$ cat config.mk
export PLATFORM = sky130hd
export DESIGN_NAME = opaddr_gen
export DESIGN_NICKNAME = d
export VERILOG_FILES = /design/src/rtl/opag_pkg.sv /design/src/rtl/opag_rel_adder.sv /design/src/rtl/opag_fetch.sv /design/src/rtl/opag_assemble.sv /design/src/rtl/opaddr_gen.sv
export SDC_FILE = /design/constraint.sdc
export NUM_CORES = 1
export LEC_CHECK = 0
export BUFFER_PORTS_ARGS = -buffer_cell sky130_fd_sc_hd__buf_2
export CORE_MARGIN = 3
export CORE_UTILIZATION = 62
export DETAILED_ROUTE_END_ITERATION = 8
export HOLD_SLACK_MARGIN = 0.06
export PLACE_DENSITY_LB_ADDON = 0.25
export SETUP_SLACK_MARGIN = 0.02
export SLEW_MARGIN = 10
export SYNTH_ARGS = -nofsm -noshare
export SYNTH_HDL_FRONTEND = slang
export SYNTH_HIERARCHICAL = 1
export SYNTH_SLANG_ARGS = --single-unit
export TNS_END_PERCENT = 100
$ cat constraint.sdc
create_clock -name clk -period 11.1 [get_ports clk]
set_input_delay 1.665 -clock clk [delete_from_list [all_inputs] [get_ports clk]]
set_output_delay 1.665 -clock clk [all_outputs]
set_load 0.05 [all_outputs]
$ cat src/rtl/opag_pkg.sv
package opag_pkg;

   typedef enum logic [2:0] {
      AM_NONE    = 3'd0,
      AM_IMM8    = 3'd1,
      AM_IMM16   = 3'd2,
      AM_PAGE    = 3'd3,
      AM_REL     = 3'd4,
      AM_PAGE_BR = 3'd5,
      AM_IMM_BR  = 3'd6,
      AM_NONE_BR = 3'd7
   } amode_e;

   // number of bytes that follow the opcode
   function automatic logic [1:0] tail_bytes(amode_e m);
      case (m)
         AM_NONE:                       tail_bytes = 2'd0;
         AM_IMM16, AM_PAGE_BR, AM_IMM_BR: tail_bytes = 2'd2;
         default:                       tail_bytes = 2'd1;
      endcase
   endfunction

   function automatic logic carries_branch(amode_e m);
      carries_branch = (m == AM_REL) || (m == AM_PAGE_BR) ||
                       (m == AM_IMM_BR) || (m == AM_NONE_BR);
   endfunction

   function automatic logic gives_address(amode_e m);
      gives_address = (m == AM_PAGE) || (m == AM_PAGE_BR);
   endfunction

   function automatic logic gives_immediate(amode_e m);
      gives_immediate = (m == AM_IMM8) || (m == AM_IMM16) || (m == AM_IMM_BR);
   endfunction

endpackage

$ cat src/rtl/opag_rel_adder.sv
module opag_rel_adder #(
   parameter int AW          = 16,
   parameter int DW          = 8,
   parameter bit CARRY_CHAIN = 1'b0
) (
   input  logic [AW-1:0] base,
   input  logic [DW-1:0] offset,
   output logic [AW-1:0] sum
);
   localparam int EXT = AW - DW;

   logic [AW-1:0] wide_off;
   assign wide_off = {{EXT{offset[DW-1]}}, offset};

   generate
      if (CARRY_CHAIN) begin : g_chain
         logic [AW-1:0] cy;
         assign cy[0] = 1'b0;
         for (genvar i = 0; i < AW; i++) begin : g_bit
            assign sum[i] = base[i] ^ wide_off[i] ^ cy[i];
            if (i < AW - 1) begin : g_cy
               assign cy[i+1] = (base[i] & wide_off[i]) |
                                (cy[i] & (base[i] ^ wide_off[i]));
            end
         end
      end else begin : g_plain
         assign sum = base + wide_off;
      end
   endgenerate

endmodule

$ cat src/rtl/opag_fetch.sv
module opag_fetch
   import opag_pkg::*;
#(
   parameter int AW = 16,
   parameter int DW = 8
) (
   input  logic          clk,
   input  logic          rst_n,
   input  logic          start,
   input  amode_e        mode,
   input  logic [AW-1:0] pc,
   input  logic          cond,
   input  logic [DW-1:0] mem_rdata,
   output logic          busy,
   output logic          mem_req,
   output logic [AW-1:0] mem_addr,
   output logic          finish,
   output amode_e        mode_q,
   output logic [AW-1:0] pc_q,
   output logic          cond_q,
   output logic [DW-1:0] byte0,
   output logic [DW-1:0] byte1
);
   logic [1:0] need;
   logic [1:0] issued;
   logic [1:0] got;
   logic       pend;

   assign need     = tail_bytes(mode_q);
   assign mem_req  = busy && (issued != need);
   assign mem_addr = pc_q + AW'(issued) + AW'(1);
   assign finish   = busy && (got == need);

   always_ff @(posedge clk or negedge rst_n) begin
      if (!rst_n) begin
         busy   <= 1'b0;
         mode_q <= AM_NONE;
         pc_q   <= '0;
         cond_q <= 1'b0;
         issued <= '0;
         got    <= '0;
         pend   <= 1'b0;
         byte0  <= '0;
         byte1  <= '0;
      end else if (!busy) begin
         if (start) begin
            busy   <= 1'b1;
            mode_q <= mode;
            pc_q   <= pc;
            cond_q <= cond;
            issued <= '0;
            got    <= '0;
            pend   <= 1'b0;
         end
      end else begin
         pend <= mem_req;
         if (mem_req)
            issued <= issued + 2'd1;
         if (pend) begin
            if (got == 2'd0) byte0 <= mem_rdata;
            else             byte1 <= mem_rdata;
            got <= got + 2'd1;
         end
         if (finish)
            busy <= 1'b0;
      end
   end

endmodule

$ cat src/rtl/opag_assemble.sv
module opag_assemble
   import opag_pkg::*;
#(
   parameter int          AW          = 16,
   parameter int          DW          = 8,
   parameter logic [7:0]  PAGE_HI     = 8'h00,
   parameter bit          CARRY_CHAIN = 1'b0
) (
   input  amode_e        mode_q,
   input  logic [AW-1:0] pc_q,
   input  logic          cond_q,
   input  logic [DW-1:0] byte0,
   input  logic [DW-1:0] byte1,
   output logic          ea_v,
   output logic [AW-1:0] ea_n,
   output logic          imm_v,
   output logic [AW-1:0] imm_n,
   output logic          br_v,
   output logic          taken_n,
   output logic [AW-1:0] next_n
);
   localparam int EXT = AW - DW;

   logic [1:0]    nb;
   logic [AW-1:0] fall;
   logic [DW-1:0] offset;
   logic [AW-1:0] target;

   assign nb     = tail_bytes(mode_q);
   assign fall   = pc_q + AW'(nb) + AW'(1);
   // offset is always the last byte after the opcode
   assign offset = (nb == 2'd2) ? byte1 : byte0;

   opag_rel_adder #(.AW(AW), .DW(DW), .CARRY_CHAIN(CARRY_CHAIN)) u_add (
      .base  (fall),
      .offset(offset),
      .sum   (target)
   );

   always_comb begin
      ea_v    = gives_address(mode_q);
      imm_v   = gives_immediate(mode_q);
      br_v    = carries_branch(mode_q);
      ea_n    = ea_v ? {PAGE_HI[EXT-1:0], byte0} : '0;
      if (!imm_v)
         imm_n = '0;
      else if (mode_q == AM_IMM16)
         imm_n = {byte0, byte1};
      else
         imm_n = {{EXT{1'b0}}, byte0};
      taken_n = br_v && cond_q;
      next_n  = taken_n ? target : fall;
   end

endmodule

$ cat src/rtl/opaddr_gen.sv
module opaddr_gen
   import opag_pkg::*;
#(
   parameter int         AW          = 16,
   parameter int         DW          = 8,
   parameter logic [7:0] PAGE_HI     = 8'h00,
   parameter bit         CARRY_CHAIN = 1'b0
) (
   input  logic          clk,
   input  logic          rst_n,
   input  logic          start,
   input  logic [2:0]    mode,
   input  logic [AW-1:0] pc,
   input  logic          cond,
   output logic          busy,
   output logic          mem_req,
   output logic [AW-1:0] mem_addr,
   input  logic [DW-1:0] mem_rdata,
   output logic          done,
   output logic          ea_valid,
   output logic [AW-1:0] ea,
   output logic          imm_valid,
   output logic [AW-1:0] imm,
   output logic          br_valid,
   output logic          br_taken,
   output logic [AW-1:0] next_pc
);
   generate
      if (AW != 2 * DW) begin : g_bad_width
         $error("address width must be twice the data width");
      end
      if (AW - DW > 8) begin : g_bad_page
         $error("page byte parameter too narrow");
      end
   endgenerate

   amode_e        mode_q;
   logic [AW-1:0] pc_q;
   logic          cond_q;
   logic [DW-1:0] byte0, byte1;
   logic          finish;
   logic          ea_v, imm_v, br_v, taken_n;
   logic [AW-1:0] ea_n, imm_n, next_n;

   opag_fetch #(.AW(AW), .DW(DW)) u_fetch (
      .clk      (clk),
      .rst_n    (rst_n),
      .start    (start),
      .mode     (amode_e'(mode)),
      .pc       (pc),
      .cond     (cond),
      .mem_rdata(mem_rdata),
      .busy     (busy),
      .mem_req  (mem_req),
      .mem_addr (mem_addr),
      .finish   (finish),
      .mode_q   (mode_q),
      .pc_q     (pc_q),
      .cond_q   (cond_q),
      .byte0    (byte0),
      .byte1    (byte1)
   );

   opag_assemble #(.AW(AW), .DW(DW), .PAGE_HI(PAGE_HI),
                   .CARRY_CHAIN(CARRY_CHAIN)) u_asm (
      .mode_q (mode_q),
      .pc_q   (pc_q),
      .cond_q (cond_q),
      .byte0  (byte0),
      .byte1  (byte1),
      .ea_v   (ea_v),
      .ea_n   (ea_n),
      .imm_v  (imm_v),
      .imm_n  (imm_n),
      .br_v   (br_v),
      .taken_n(taken_n),
      .next_n (next_n)
   );

   always_ff @(posedge clk or negedge rst_n) begin
      if (!rst_n) begin
         done      <= 1'b0;
         ea_valid  <= 1'b0;
         ea        <= '0;
         imm_valid <= 1'b0;
         imm       <= '0;
         br_valid  <= 1'b0;
         br_taken  <= 1'b0;
         next_pc   <= '0;
      end else begin
         done <= finish;
         if (finish) begin
            ea_valid  <= ea_v;
            ea        <= ea_n;
            imm_valid <= imm_v;
            imm       <= imm_n;
            br_valid  <= br_v;
            br_taken  <= taken_n;
            next_pc   <= next_n;
         end
      end
   end

endmodule

After elaboration in Yosys (flattened, before gate mapping)
Cells that the tools add are included.
- bits in registers: 95
- multiplexer cells: 16
- bitwise operators: 2
- $add $sub $neg: 7
- reduce and logical (&&, ||, !) cells: 18
- eq/ne operators: 12
- operators with widths (operator ; count):
    $mux 16 ; 3
    $add 16x1->16 const B ; 2
    $add 16x2->16 ; 2
    $add 16x16->16 ; 1
    $mux 8 ; 2
    $eq 3x3->1 const B ; 4
    $mux 2 ; 5
    $eq 3x2->1 const B ; 2
    $logic_or 1x1->1 ; 6
    $reduce_and 2->1 ; 3
    $reduce_and 3->1 ; 2
    $mux 1 ; 5
    $add 2x1->2 const B ; 2
    $ne 2x2->1 const B ; 2
    $pmux 2 s2 ; 1
    $eq 3x1->1 const B ; 1
    $logic_and 1x1->1 ; 3
    $logic_not 3->1 ; 1
    $reduce_or 3->1 ; 1
    $eq 2x2->1 ; 1
    $eq 2x2->1 const B ; 1
    $logic_not 2->1 ; 1
    $ne 2x2->1 ; 1
    $not 1->1 ; 2
    $reduce_bool 2->1 ; 1

Longest topological paths before layout
- depth after elaboration: 7
- mapped depth: 18
- depth with buffers taken out: 17

Hierarchy
Netlist, hierarchy kept.
- modules (own cells, without submodules) (module ; times used ; sequential area each (sq um) ; cells an instance ; area each (sq um)):
    opaddr_gen ; 1 ; 1326.3 ; 111 ; 2210.9
    opag_fetch ; 1 ; 1051.0 ; 167 ; 2030.7
    opag_assemble ; 1 ; 0.0 ; 158 ; 998.5
    opag_rel_adder ; 1 ; 0.0 ; 101 ; 745.7

Worst setup path before layout
Ideal clock, no wire load.
- path kind: register to register
- from: reg u_fetch.mode_q[1]
- to: reg next_pc[12]
- arrival time: 3.824 ns
- period minus slack after synthesis: 3.949 ns
- cell stages (with the launch flop): 16
- required time: 10.975 ns
- path buffers: 0
- setup slack: 7.151 ns
- library setup time: 0.125 ns
- path through: dfrtp_1 nand2b_1 o21ai_2 inv_1 fa_1 nand3b_1 nor3_1 xor2_1 ha_1 nand3_1 a2bb2oi_1 clkinv_1 o41ai_2 xnor2_1 mux2_2 mux2_4
- longest elaborated chain between the ends: 7
- RTL lines (element ; RTL line ; source):
    from (decl) ; opag_fetch.sv:18 ; output amode_e mode_q,
    from (signal assigned) ; opag_fetch.sv:48 ; mode_q <= mode;
    $eq 3x3->1 / $eq 3x2->1 (equally long branches) ; opag_pkg.sv:16 ; case (m)
    $reduce_or 3->1 ; opag_pkg.sv:16 ;
    $pmux 2 s2 * ; opag_pkg.sv:16 ;
    $add 16x2->16 * ; opag_assemble.sv:30 ; assign fall = pc_q + AW'(nb) + AW'(1);
    $add 16x1->16 * ; opag_assemble.sv:30 ;
    via u_asm.fall[8] ; opag_assemble.sv:25 ; logic [AW-1:0] fall;
    $add 16x16->16 * ; opag_rel_adder.sv:27 ; assign sum = base + wide_off;
    via u_asm.target[12] ; opag_assemble.sv:27 ; logic [AW-1:0] target;
    $mux 16 * ; opag_assemble.sv:52 ; next_n = taken_n ? target : fall;
    via next_n[12] ; opaddr_gen.sv:43 ; logic [AW-1:0] ea_n, imm_n, next_n;
    to (signal assigned) ; opaddr_gen.sv:99 ; next_pc <= next_n;
    to (decl) ; opaddr_gen.sv:26 ; output logic [AW-1:0] next_pc
The timed path passes the listed nets; every way through them passes the cells marked *.
A chain may end at the register's enable or synchronous reset.

Worst setup path in the final report
- from: reg u_fetch.mode_q[0]
- to: reg next_pc[12]
The elaborated chain is that of the path after synthesis.

==> results.py <==
metrics = {
    "outcome": {
        "run_status": "finished clean",
    },
    "final_layout": {
        "fin_area_um2": 6670,
        "finalNetCount": 684,
        "drive_above_1_share_pct": 36.9,
        "final_common_cell": "buf_2",
        "antennaDiodeCount": 0,
        "syn2layout_area_growth_pct": 11.5,
        "final_cell_mix": "buf_2, dfrtp_1, mux2_2, mux2_4, nand2_1",
    },
    "yosys": {
        "synth.top_cells.by_area": "dfrtp_1, mux2_4, mux2_2",
        "yosys.area.top_type": "dfrtp_1",
        "syn_area_per_cell_um2": 11.1,
        "synth_flop_cell": "dfrtp_1",
        "ys_types": 60,
        "synth_seq_cells": 95,
        "async_flop_share_pct": 100,
        "synth-warning-count": 6,
        "synth_area_um2": 5990,
        "synth_edf_count": 0,
        "synth-seq-area-share_pct": 39.7,
        "synthCells": 537,
        "yosysTopAreaCellShare_pct": 39.7,
    },
    "route": {
        "ant_nets": 0,
        "drc": 0,
        "drt_iter0_markers": 234,
        "routed_wl_um": 12900,
        "wl_per_cell_um": 16.9,
        "vias": 4304,
        "viasPerCell": 5.63,
        "dr.pass1.iters": 4,
    },
    "timing": {
        "worst_pin_slew_ps": 1050,
        "min_period_ps": 4640,
        "finalCritPeriodShare_pct": 41.8,
        "rsz0062_at_grt": "no",
        "slew_viol_final": 0,
        "max-slew-margin-rel_pct": 29.5,
        "tns_ps": 0,
        "setup_viol": 0,
        "fmax_ghz": 0.215,
        "hold_violations": 0,
        "skew_ps": 22.0,
    },
    "die": {
        "core_um2": 9330,
        "die_h_um": 104,
        "dieArea_um2": 10900,
        "die_x_um": 104,
        "pin_count": 102,
        "start_util_pct": 64.2,
        "rows": 35,
    },
    "clocking": {
        "cts_tree": "yes",
        "clk_latency_ps": 380,
        "cts_setup_buffers": 0,
        "ctsResizeCount": 0,
        "clk_pin_slew_ps": 100,
        "cts.hold.buffers_added": 0,
        "cts_made_buffers": 9,
        "h-tree-depth": 3,
        "cts-root-buf": "clkbuf_8",
        "cts.sinks": 95,
        "clock_path_buffers": 2,
    },
    "global_route": {
        "grt_max_degree": 54,
        "antenna_found_initial": 0,
        "grt_pass1_wl_um": 21800,
        "overflow": 0,
        "grt_usage_pct": 24.6,
        "grt_pass1_vias": 4318,
    },
    "placed_design": {
        "placed_cell_area_um2": 6460,
        "io_buffers": 101,
        "dp_hpwl_um": 9600,
        "gp_congestion": 0.842,
    },
    "critical_path": {
        "required_ps": 11350,
        "crit_arrival_ps": 4890,
        "criticalPathCategory": "register to register",
        "crit_fanout": 18,
        "r2r-end": "next_pc[12]",
        "critPathLaunch": "u_fetch/mode_q[0]",
        "endpoint": "next_pc[12]",
        "critPathCaptureType": "register",
        "start_kind": "register",
        "worstRegToRegCells": 15,
        "r2r_start": "u_fetch/mode_q[0]",
        "rrSetupSlack_ps": 6460,
    },
    "worst_hold_path": {
        "holdCritPathClass": "register to register",
    },
    "run": {
        "maxCapViolations": 0,
    },
}
-- cells by family (layout without fill, tap and decap cells) --
logic type,Yosys count,count (layout),synth area share (%)
compound gates,77,77,8.38
xor+xnor,44,44,6.44
fa+ha+maj,23,23,5.18
buf+inv,48,139,5.12
flops,95,95,39.7
mux,104,104,22.7
other cells,1,8,0.0626
simple gates,145,145,12.4
-- how the worst min path moves through the flow --
stage	start	endpoint	slack [ps]	depth (start not counted)
floorplan	u_fetch/cond_q	u_fetch/cond_q	480	1
global placement	ea[13]	ea[13]	480	1
detailed placement	br_taken	br_taken	490	1
CTS	next_pc[13]	next_pc[13]	510	1
global route	imm[4]	imm[4]	530	1
finish	next_pc[13]	next_pc[13]	510	1
-- flip-flops by register name, summed over array words and instances, names as in the netlist, 3 cells and up --
name,count
u_fetch/byte1,8
ea,16
u_fetch/pc_q,16
u_fetch/byte0,8
imm,16
u_fetch/mode_q,3
next_pc,16
-- layer usage --
layer / global-route usage, % / vias up / part of all wire, %
met4: 6.27 / 0 / 2.0
met2: 39.9 / 148 / 46
li1: - / 2071 / -
met1: 34.0 / 2064 / 45
met3: 5.21 / 21 / 6.2
met5: 0 / - / 0
-- stage by stage --
step | hold WS [ps] | utilization (%) | setup WS [ps] | instances
after floorplan | 481 | - | 7150 | 544
after global placement | 485 | 69.3 | 6750 | 748
after detailed placement | 486 | 69.3 | 6550 | 748
after CTS | 513 | 71.5 | 6530 | 764
after global routing | 527 | 71.5 | 6160 | 764
final | 511 | 71.5 | 6460 | 764
-- Yosys cell counts (all sizes together), types with 13 or more instances --
library cell and instances:
o21ai 19, nand3 13, xor2 13, buf 18, inv 20, mux2 102
nor2 23, dfrtp 95, ha 20, nand2 47, xnor2 31, a21oi 30
-- layout make-up --
class                           instances  area [µm²]
Fill cell                             700        2650
Clock inverter                          7        86.3
Tap cell                              129         161
Inverter                               21        78.8
Multi-Input combinational cell        401        3330
Sequential cell                        95        2380
Clock buffer                            9         124
Timing Repair Buffer                  102         515
-- critical path, cell delays in order, from the launching register on --
cell,delay [ps]
dfrtp_1,660
nand2b_1,180
o21ai_2,460
inv_1,120
fa_1,440
nand3b_1,300
nor3_1,290
xor2_1,240
ha_1,340
nand3_1,180
a2bb2oi_1,240
clkinv_1,140
o41ai_2,320
xnor2_1,100
mux2_2,260
mux2_4,260
Power is left out: the tool's default activity adds up to more than one toggle a clock period on the data nets, which glitch-free logic cannot reach.
